<file path="src/rtl/sst_pkg.sv">
package sst_pkg;
  localparam int ADDR_W = 2;

  typedef enum logic [ADDR_W-1:0] {
    A_CTRL = 2'd0,
    A_HOLD = 2'd1,
    A_STAT = 2'd2,
    A_IEN  = 2'd3
  } sst_addr_e;

  typedef struct packed {
    logic rx_single;
    logic rx_cont;
    logic bit9_val;
    logic frame9;
    logic tx_en;
    logic clk_master;
    logic sync_sel;
    logic port_en;
  } sst_ctrl_t;
endpackage

</file>
<file path="src/rtl/sst_sync.sv">
module sst_sync #(
  parameter int STAGES = 2
) (
  input  logic clk_i,
  input  logic rst_ni,
  input  logic async_i,
  output logic fall_o
);
  localparam int LAST = STAGES;

  logic [LAST:0] chain_q;

  always_ff @(posedge clk_i or negedge rst_ni) begin
    if (!rst_ni) chain_q <= '1;
    else         chain_q <= {chain_q[LAST-1:0], async_i};
  end

  // chain_q[LAST-1] is the synchronised copy, chain_q[LAST] its previous value
  assign fall_o = chain_q[LAST] & ~chain_q[LAST-1];

  p_fall_pulse_r3: assert property (@(posedge clk_i) disable iff (!rst_ni)
    fall_o |=> !fall_o);
endmodule

</file>
<file path="src/rtl/sst_regs.sv">
module sst_regs
  import sst_pkg::*;
#(
  parameter int DATA_W = 8
) (
  input  logic              clk_i,
  input  logic              rst_ni,
  input  logic              wr_i,
  input  logic [ADDR_W-1:0] addr_i,
  input  logic [DATA_W-1:0] wdata_i,
  input  logic              load_i,
  input  logic              busy_i,
  output sst_ctrl_t         ctrl_o,
  output logic              run_o,
  output logic              hold_wr_o,
  output logic [DATA_W-1:0] rdata_o,
  output logic              irq_o
);
  sst_ctrl_t ctrl_q;
  logic      ien_q;
  logic      flag_q;

  assign hold_wr_o = wr_i && (addr_i == A_HOLD);

  always_ff @(posedge clk_i or negedge rst_ni) begin
    if (!rst_ni) begin
      ctrl_q <= '0;
      ien_q  <= 1'b0;
    end else if (wr_i) begin
      if (addr_i == A_CTRL) ctrl_q <= sst_ctrl_t'(wdata_i[7:0]);
      if (addr_i == A_IEN)  ien_q  <= wdata_i[0];
    end
  end

  // a new write wins over a hand-over in the same cycle
  always_ff @(posedge clk_i or negedge rst_ni) begin
    if (!rst_ni)        flag_q <= 1'b0;
    else if (hold_wr_o) flag_q <= 1'b0;
    else if (load_i)    flag_q <= 1'b1;
  end

  assign run_o = ctrl_q.port_en & ctrl_q.sync_sel & ~ctrl_q.clk_master &
                 ctrl_q.tx_en & ~ctrl_q.rx_cont & ~ctrl_q.rx_single;
  assign ctrl_o = ctrl_q;
  assign irq_o  = flag_q & ien_q;

  always_comb begin
    rdata_o = '0;
    unique case (addr_i)
      A_CTRL:  rdata_o = DATA_W'(ctrl_q);
      A_STAT:  rdata_o = DATA_W'({flag_q, ~busy_i});
      A_IEN:   rdata_o = DATA_W'(ien_q);
      default: rdata_o = '0;
    endcase
  end

  p_flag_set_r5: assert property (@(posedge clk_i) disable iff (!rst_ni)
    (load_i && !hold_wr_o) |=> flag_q);
  p_flag_clr_r6: assert property (@(posedge clk_i) disable iff (!rst_ni)
    hold_wr_o |=> !flag_q);
endmodule

</file>
<file path="src/rtl/sst_shift.sv">
module sst_shift #(
  parameter int DATA_W = 8
) (
  input  logic              clk_i,
  input  logic              rst_ni,
  input  logic              run_i,
  input  logic              fall_i,
  input  logic              hold_wr_i,
  input  logic [DATA_W-1:0] wdata_i,
  input  logic              frame9_i,
  input  logic              bit9_i,
  output logic              load_o,
  output logic              busy_o,
  output logic              tx_o
);
  localparam int SH_W  = DATA_W + 1;
  localparam int CNT_W = $clog2(DATA_W + 2);
  localparam logic [CNT_W-1:0] LEN_N = CNT_W'(DATA_W);
  localparam logic [CNT_W-1:0] LEN_X = CNT_W'(DATA_W + 1);

  logic [DATA_W-1:0] hold_q;
  logic              full_q;
  logic [SH_W-1:0]   sh_q;
  logic [CNT_W-1:0]  cnt_q;
  logic              busy_q;
  logic              tx_q;
  logic [SH_W-1:0]   hold_ext;
  logic [CNT_W-1:0]  flen;
  logic              done;

  assign hold_ext = {frame9_i & bit9_i, hold_q};
  assign flen     = frame9_i ? LEN_X : LEN_N;
  assign done     = busy_q && fall_i && (cnt_q == flen);
  assign load_o   = run_i && full_q && (!busy_q || done);

  always_ff @(posedge clk_i or negedge rst_ni) begin
    if (!rst_ni) begin
      hold_q <= '0;
      full_q <= 1'b0;
    end else if (hold_wr_i) begin
      hold_q <= wdata_i;
      full_q <= 1'b1;
    end else if (load_o) begin
      full_q <= 1'b0;
    end
  end

  always_ff @(posedge clk_i or negedge rst_ni) begin
    if (!rst_ni) begin
      sh_q   <= '0;
      cnt_q  <= '0;
      busy_q <= 1'b0;
      tx_q   <= 1'b0;
    end else if (!run_i) begin
      cnt_q  <= '0;
      busy_q <= 1'b0;
      tx_q   <= 1'b0;
    end else if (done) begin
      if (full_q) begin
        // back-to-back: next word's first bit on the same edge
        sh_q  <= hold_ext >> 1;
        tx_q  <= hold_ext[0];
        cnt_q <= CNT_W'(1);
      end else begin
        busy_q <= 1'b0;
        cnt_q  <= '0;
        tx_q   <= 1'b0;
      end
    end else if (busy_q && fall_i) begin
      tx_q  <= sh_q[0];
      sh_q  <= sh_q >> 1;
      cnt_q <= cnt_q + CNT_W'(1);
    end else if (!busy_q && full_q) begin
      sh_q   <= hold_ext;
      cnt_q  <= '0;
      busy_q <= 1'b1;
    end
  end

  assign busy_o = busy_q;
  assign tx_o   = tx_q;

  p_gate_r2: assert property (@(posedge clk_i) disable iff (!rst_ni)
    !run_i |=> !busy_q);
  p_out_stable_r3: assert property (@(posedge clk_i) disable iff (!rst_ni)
    (run_i && !fall_i) |=> $stable(tx_q));
  p_cnt_max_r3: assert property (@(posedge clk_i) disable iff (!rst_ni)
    cnt_q <= LEN_X);
  p_idle_low_r8: assert property (@(posedge clk_i) disable iff (!rst_ni)
    !busy_q |-> (cnt_q == '0 && !tx_q));
endmodule

</file>
<file path="src/rtl/sync_slave_tx.sv">
module sync_slave_tx
  import sst_pkg::*;
#(
  parameter int DATA_W      = 8,
  parameter int SYNC_STAGES = 2
) (
  input  logic              clk_i,
  input  logic              rst_ni,
  input  logic              sclk_i,
  output logic              sdo_o,
  input  logic              bus_wr_i,
  input  logic [1:0]        bus_addr_i,
  input  logic [DATA_W-1:0] bus_wdata_i,
  output logic [DATA_W-1:0] bus_rdata_o,
  output logic              irq_o
);
  sst_ctrl_t ctrl;
  logic      run, fall, hold_wr, load, busy;

  sst_sync #(.STAGES(SYNC_STAGES)) u_sync (
    .clk_i  (clk_i),
    .rst_ni (rst_ni),
    .async_i(sclk_i),
    .fall_o (fall)
  );

  sst_regs #(.DATA_W(DATA_W)) u_regs (
    .clk_i    (clk_i),
    .rst_ni   (rst_ni),
    .wr_i     (bus_wr_i),
    .addr_i   (bus_addr_i),
    .wdata_i  (bus_wdata_i),
    .load_i   (load),
    .busy_i   (busy),
    .ctrl_o   (ctrl),
    .run_o    (run),
    .hold_wr_o(hold_wr),
    .rdata_o  (bus_rdata_o),
    .irq_o    (irq_o)
  );

  sst_shift #(.DATA_W(DATA_W)) u_shift (
    .clk_i    (clk_i),
    .rst_ni   (rst_ni),
    .run_i    (run),
    .fall_i   (fall),
    .hold_wr_i(hold_wr),
    .wdata_i  (bus_wdata_i),
    .frame9_i (ctrl.frame9),
    .bit9_i   (ctrl.bit9_val),
    .load_o   (load),
    .busy_o   (busy),
    .tx_o     (sdo_o)
  );
endmodule

</file>
<file path="config.mk">
export PLATFORM = sky130hd
export DESIGN_NAME = sync_slave_tx
export DESIGN_NICKNAME = d
export VERILOG_FILES = /design/src/rtl/sst_pkg.sv /design/src/rtl/sst_sync.sv /design/src/rtl/sst_regs.sv /design/src/rtl/sst_shift.sv /design/src/rtl/sync_slave_tx.sv
export SDC_FILE = /design/constraint.sdc
export NUM_CORES = 1
export LEC_CHECK = 0
export BUFFER_PORTS_ARGS = -buffer_cell sky130_fd_sc_hd__buf_2
export CORE_MARGIN = 4
export CORE_UTILIZATION = 50
export CTS_CLUSTER_DIAMETER = 120
export DETAILED_ROUTE_END_ITERATION = 7
export PLACE_DENSITY = 0.66
export SKIP_CTS_REPAIR_TIMING = 1
export SYNTH_ARGS = -nofsm -noshare
export SYNTH_HDL_FRONTEND = slang
export SYNTH_SLANG_ARGS = --single-unit
export TNS_END_PERCENT = 5
</file>
<file path="constraint.sdc">
create_clock -name clk_i -period 2.4 [get_ports clk_i]
set_input_delay 0 -clock clk_i [delete_from_list [all_inputs] [get_ports clk_i]]
set_output_delay 0 -clock clk_i [all_outputs]
set_load 0.02 [all_outputs]
</file>
# == Word level (Yosys, flattened, before mapping) ==
# Index checks and enable logic that the tools add are counted.
# totals
reg_bits,37
inputBits,14
elab_cells,80
# op_classes
add_sub_neg,1
eq_ne,10
muxes,24
n_bitwise,13
reduce_logical,15
# ops
cell,n
$mux W9,4
$pmux W8 S3,1
$mux W4,4
$mux W1,15
$ne A3 B3 Y1 const B,4
$and A1 B1 Y1,8
$logic_and A1 B1 Y1,6
$reduce_and A3 Y1,2
$not A1 Y1,5
$add A4 B1 Y4 const B,1
$eq A2 B2 Y1 const B,2
$eq A4 B4 Y1,1
$ne A4 B4 Y1 const B,1
$reduce_and A2 Y1,2
$reduce_bool A3 Y1,1
$eq A2 B1 Y1 const B,1
$logic_not A2 Y1,1
$ne A2 B1 Y1 const B,1
$reduce_bool A2 Y1,1
$logic_not A1 Y1,1
$logic_or A1 B1 Y1,1

# == Depth between registers and ports, before layout ==
# logic_depth
word_depth,9
ltp_mapped,6
ltp_nobuf,4

# == Hierarchy ==
# A second synthesis with hierarchy kept.
# unflattened
hier_cells,144
hier_area_um2,1900.6
# by_module_without_submodules
mod,n_inst,cells_each,area_per_inst_um2
sst_shift,1,100,1305.0
sst_regs,1,40,503.0
sst_sync,1,4,92.6

# == Worst setup path before layout ==
# No wires, ideal clock.
# synth_path
path_type,register -> register
from,register u_shift.cnt_q[0]
to,register u_shift.sh_q[0]
setup_time_ps,125
arrival_time_ps,1567
slack_ps,708
path_stages_with_launch,6
path_buffers,1
synth_period_minus_slack_ps,1692
path_cell_list,dfrtp_1 > buf_4 > xnor2_2 > a21oi_2 > o21ai_4 > mux2_2
# synth_via
elab_chain_cells,4
# synth_lines
item,line_no,rtl
start: declaration,sst_shift.sv:24,logic [CNT_W-1:0] cnt_q;
start signal: assignment,sst_shift.sv:72,cnt_q <= cnt_q + CNT_W'(1);
$eq A4 B4 Y1 *,sst_shift.sv:33,assign done = busy_q && fall_i && (cnt_q == flen);
$logic_and A1 B1 Y1 *,sst_shift.sv:33,
$ne A2 B1 Y1 (no line) or $reduce_bool A3 Y1 (tied branches),n/a,
$reduce_and A3 Y1 (no line),n/a,
end signal: assignment,sst_shift.sv:61,sh_q <= hold_ext >> 1;
end signal: assignment,sst_shift.sv:71,sh_q <= sh_q >> 1;
end signal: assignment,sst_shift.sv:74,sh_q <= hold_ext;
end: declaration,sst_shift.sv:23,logic [SH_W-1:0] sh_q;
# Every way passes the cells marked *; elsewhere a longest branch is shown, timed or not.
# A chain may end at the register's enable or synchronous reset.

# == Final worst setup path ==
# layout_path
from,register u_sync.chain_q[1]
to,register u_shift.sh_q[8]
# layout_via
elab_chain_cells,6
# layout_lines
item,line_no,rtl
start: declaration,sst_sync.sv:11,logic [LAST:0] chain_q;
start signal: assignment,sst_sync.sv:15,"else chain_q <= {chain_q[LAST-1:0], async_i};"
$not A1 Y1 *,sst_sync.sv:19,assign fall_o = chain_q[LAST] & ~chain_q[LAST-1];
$and A1 B1 Y1 *,sst_sync.sv:19,
$logic_and A1 B1 Y1 *,"sst_shift.sv:33, sst_shift.sv:69",
$logic_and A1 B1 Y1,sst_shift.sv:33,
$ne A2 B1 Y1 (no line) or $reduce_bool A3 Y1 (tied branches),n/a,
$reduce_and A3 Y1 (no line),n/a,
# Marks and branches as above.

==> results.sh <==
export IMPL_num_vias=1430
export IMPL_finalSetupViolCount=0
export IMPL_path_clk_slew_ns=0.07
export IMPL_slew_headroom_pct=47.2
export IMPL_io_pins=24
export IMPL_tightest_slew_ns=0.792
export IMPL_grt_pass1_wl_um=6730
export IMPL_die_area_mm2=0.00479
export IMPL_synth_top_area_share_pct=45.4
export IMPL_synth_avg_cell_area_um2=10.8
export IMPL_finalMaxSlewViolations=0
export IMPL_yosys_top_cells_count="dfrtp_1 (34), mux2_2 (24), nor2_1 (14), a21oi_1 (11), o21ai_0 (10)"
export IMPL_cts_tree="yes"
export IMPL_gr_usage_all_layers_pct=17.4
export IMPL_synth_most_common_cell="dfrtp_1"
export IMPL_viasPerCell=5.70
export IMPL_antennaDiodeCount=0
export IMPL_core_mm2=0.00347
export IMPL_start_util_pct=54.0
export IMPL_use_met3_pct=5.51
export IMPL_area_growth_pct=17.4
export IMPL_antenna_found_initial=0
export IMPL_cts_root_buf="clkbuf_8"
export IMPL_worstSetupStartpointType="flip-flop"
export IMPL_drt_wl_total_um=3980
export IMPL_peakVddDrop_v=0.000473
export IMPL_h_tree_depth=2
export IMPL_cts_made_buffers=5
export IMPL_slowest_delay_ns=0.53
export IMPL_rsz0062_at_grt="no"
export IMPL_leakage_nw=0.981
export IMPL_critPathTopFamily="flip-flops"
export IMPL_clock_path_buffers=2
export IMPL_ys_async_sr_fraction_pct=100
export IMPL_yosys_area_top_type="dfrtp_1"
export IMPL_synthFlopType="dfrtp_1"
export IMPL_fin_hold_ws_ns=0.0864
export IMPL_nNetsFinal=220
export IMPL_clk_latency_ns=0.29
export IMPL_num_rows=21
export IMPL_cp_max_fo=10
export IMPL_antenna_left=0
export IMPL_drc_errors=0
export IMPL_cts_sinks=37
export IMPL_total_power_w=0.00160
export IMPL_first_global_vias=1420
export IMPL_fin_crit_ns=1.92
export IMPL_synth_cell_type_count=43
export IMPL_cap_viol_max_count=0
export IMPL_hold_viol_final=0
export IMPL_final_layout_size_suffix_gt1_share_pct=30.7
export IMPL_grt_ovfl_total=0
export IMPL_ys_warnings_count=0
export IMPL_tns_ns=0
export IMPL_crit_chain="nand3b_1 > a21oi_1 > o21ai_4 > mux2_2"
export IMPL_crit_type="flip-flop to flip-flop"
export IMPL_finalCritPeriodShare_pct=79.9
export IMPL_seq_area_frac_synth_pct=49.6
export IMPL_port_buffers=23
export IMPL_place_hpwl_um=2780
export IMPL_status="complete, no violations"
export IMPL_use_met2_pct=26.4
export IMPL_drtIter0Drc=114
export IMPL_netlist_area_mm2=0.00187
export IMPL_synthCells=173
export IMPL_die_h_um=69.2
export IMPL_firstDrtPassIters=5
export IMPL_busiest_layer="met2"
export IMPL_cp_required_ns=2.57
export IMPL_post_drt_wl_per_cell_um=15.9
export IMPL_power_density_mw_per_mm2=728
export IMPL_hp_class="input pin to flip-flop"
export IMPL_dieWidth_um=69.2
export IMPL_max_freq_mhz=521
export IMPL_gp_congestion=0.830
export IMPL_setup_worst_path_end_class="flip-flop"
export IMPL_synth_edff_count=0
export IMPL_num_fill_cells=314
export IMPL_cp_arrival_ns=2.09
export IMPL_grtUsageMet1_pct=23.3
export IMPL_skew_ns=0.00800
export IMPL_critPathBufInv=0
export IMPL_grt_max_degree=38
export IMPL_synth_area_leaders="dfrtp_1 (45%), mux2_2 (14%), dfstp_2 (4.2%), and2_1 (3.0%), a21oi_1 (2.9%)"
export IMPL_cp_slowest_cell="dfstp_2"
export IMPL_synth_nets=188
export IMPL_synth_seq_cells=37
placed cells by master (no fill, tap or decap), types with 2 or more instances in the layout:
master and instances:
inv_1 2, dfstp_2 3, o211ai_1 2, nand2b_1 2, a21oi_1 11, a31oi_1 8
o21ai_0 10, and2_1 9, nor2_1 14, nand3_1 3, mux2_2 24, dfrtp_1 34
nor2b_1 2, clkbuf_8 6, o21ai_1 3, dlygate4sd3_1 10, nor3_1 5, nand3b_1 2
nand2_1 7, buf_2 23
final timing paths:
| check | startpoint | end | slack [ns] | depth (start not counted) |
|---|---|---|---|---|
| hold reg to reg | u_sync.chain_q[0]$_DFF_PN1_ | u_sync.chain_q[1]$_DFF_PN1_ | 0.36 | 0 |
| hold / removal | bus_wr_i | u_regs.ien_q$_DFFE_PN0P_ | 0.09 | 3 |
| setup reg to reg | u_sync.chain_q[1]$_DFF_PN1_ | u_shift.sh_q[8]$_DFFE_PN0P_ | 0.48 | 4 |
| setup / recovery | u_sync.chain_q[1]$_DFF_PN1_ | u_shift.sh_q[8]$_DFFE_PN0P_ | 0.48 | 4 |
| max in group asynchronous | rst_ni | u_shift.hold_q[5]$_DFFE_PN0P_ | 1.57 | 2 |
| min in group asynchronous | rst_ni | u_shift.cnt_q[3]$_DFFE_PN0P_ | 0.33 | 2 |
metal layers:
| metal | vias to the layer above | routed length [um] |
|---|---|---|
| li1 | 687 | - |
| met2 | 41 | 1900 |
| met3 | 11 | 210 |
| met1 | 691 | 1810 |
| met4 | 0 | 68 |
| met5 | - | 0 |
registers in the layout, summed over array words and instances, names as in the netlist:
| signal | flops |
|---|---|
| u_shift.sh_q | 9 |
| u_regs.ctrl_o | 8 |
| u_shift.hold_q | 8 |
| u_shift.cnt_q | 4 |
| u_sync.chain_q | 3 |
| u_regs.flag_q | 1 |
| u_regs.ien_q | 1 |
| u_shift.busy_o | 1 |
| u_shift.full_q | 1 |
| u_shift.tx_o | 1 |
worst min-delay path: cells and delay by family:
kind / cells / cell delay (ns)
muxes: 1 / 0.14
buffers and inverters: 1 / 0.11
and+or+nand+nor: 1 / 0.08
metrics by stage:
stage | cells | util (%) | setup slack [ns] | instance area, um2
2_1_floorplan | 173 | - | 0.708 | 1870
3_3_place_gp | 234 | 58.0 | 0.525 | 2010
3_5_place_dp | 234 | 58.0 | 0.456 | 2010
4_1_cts | 241 | 60.5 | 0.476 | 2100
5_1_grt | 251 | 63.4 | 0.326 | 2200
6_report | 251 | 63.4 | 0.481 | 2200
power breakdown:
part / internal (W) / total, W / switching (W)
Combinational: 0.000172 / 0.000326 / 0.000153
Sequential: 0.000749 / 0.000844 / 0.0000948
Clock: 0.000228 / 0.000430 / 0.000202
Total: 0.00115 / 0.00160 / 0.000450
kinds of logic (layout without fill, tap and decap cells):
kind of cell             count (synthesis)  in the layout  share of synthesized area [%]
AND/OR/NAND/NOR                         54             54                           16.0
AO/OA/AOI/OAI                           43             43                           14.4
adder cells (fa/ha/maj)                  1              1                          0.668
flip-flops                              37             37                           49.6
buffers and inverters                   11             43                           2.61
XOR/XNOR                                 2              2                           1.74
multiplexers                            25             25                           15.0
final cells by class:
type | instances | area (um2) | share of cell area [%]
Clock buffer | 7 | 86.3 | 3.93
Inverter | 2 | 7.51 | 0.341
Multi-Input combinational cell | 125 | 895 | 40.7
Sequential cell | 37 | 930 | 42.3
Tap cell | 46 | 57.6 | 2.62
Timing Repair Buffer | 34 | 223 | 10.1
Power figures use the tool's default switching activity.
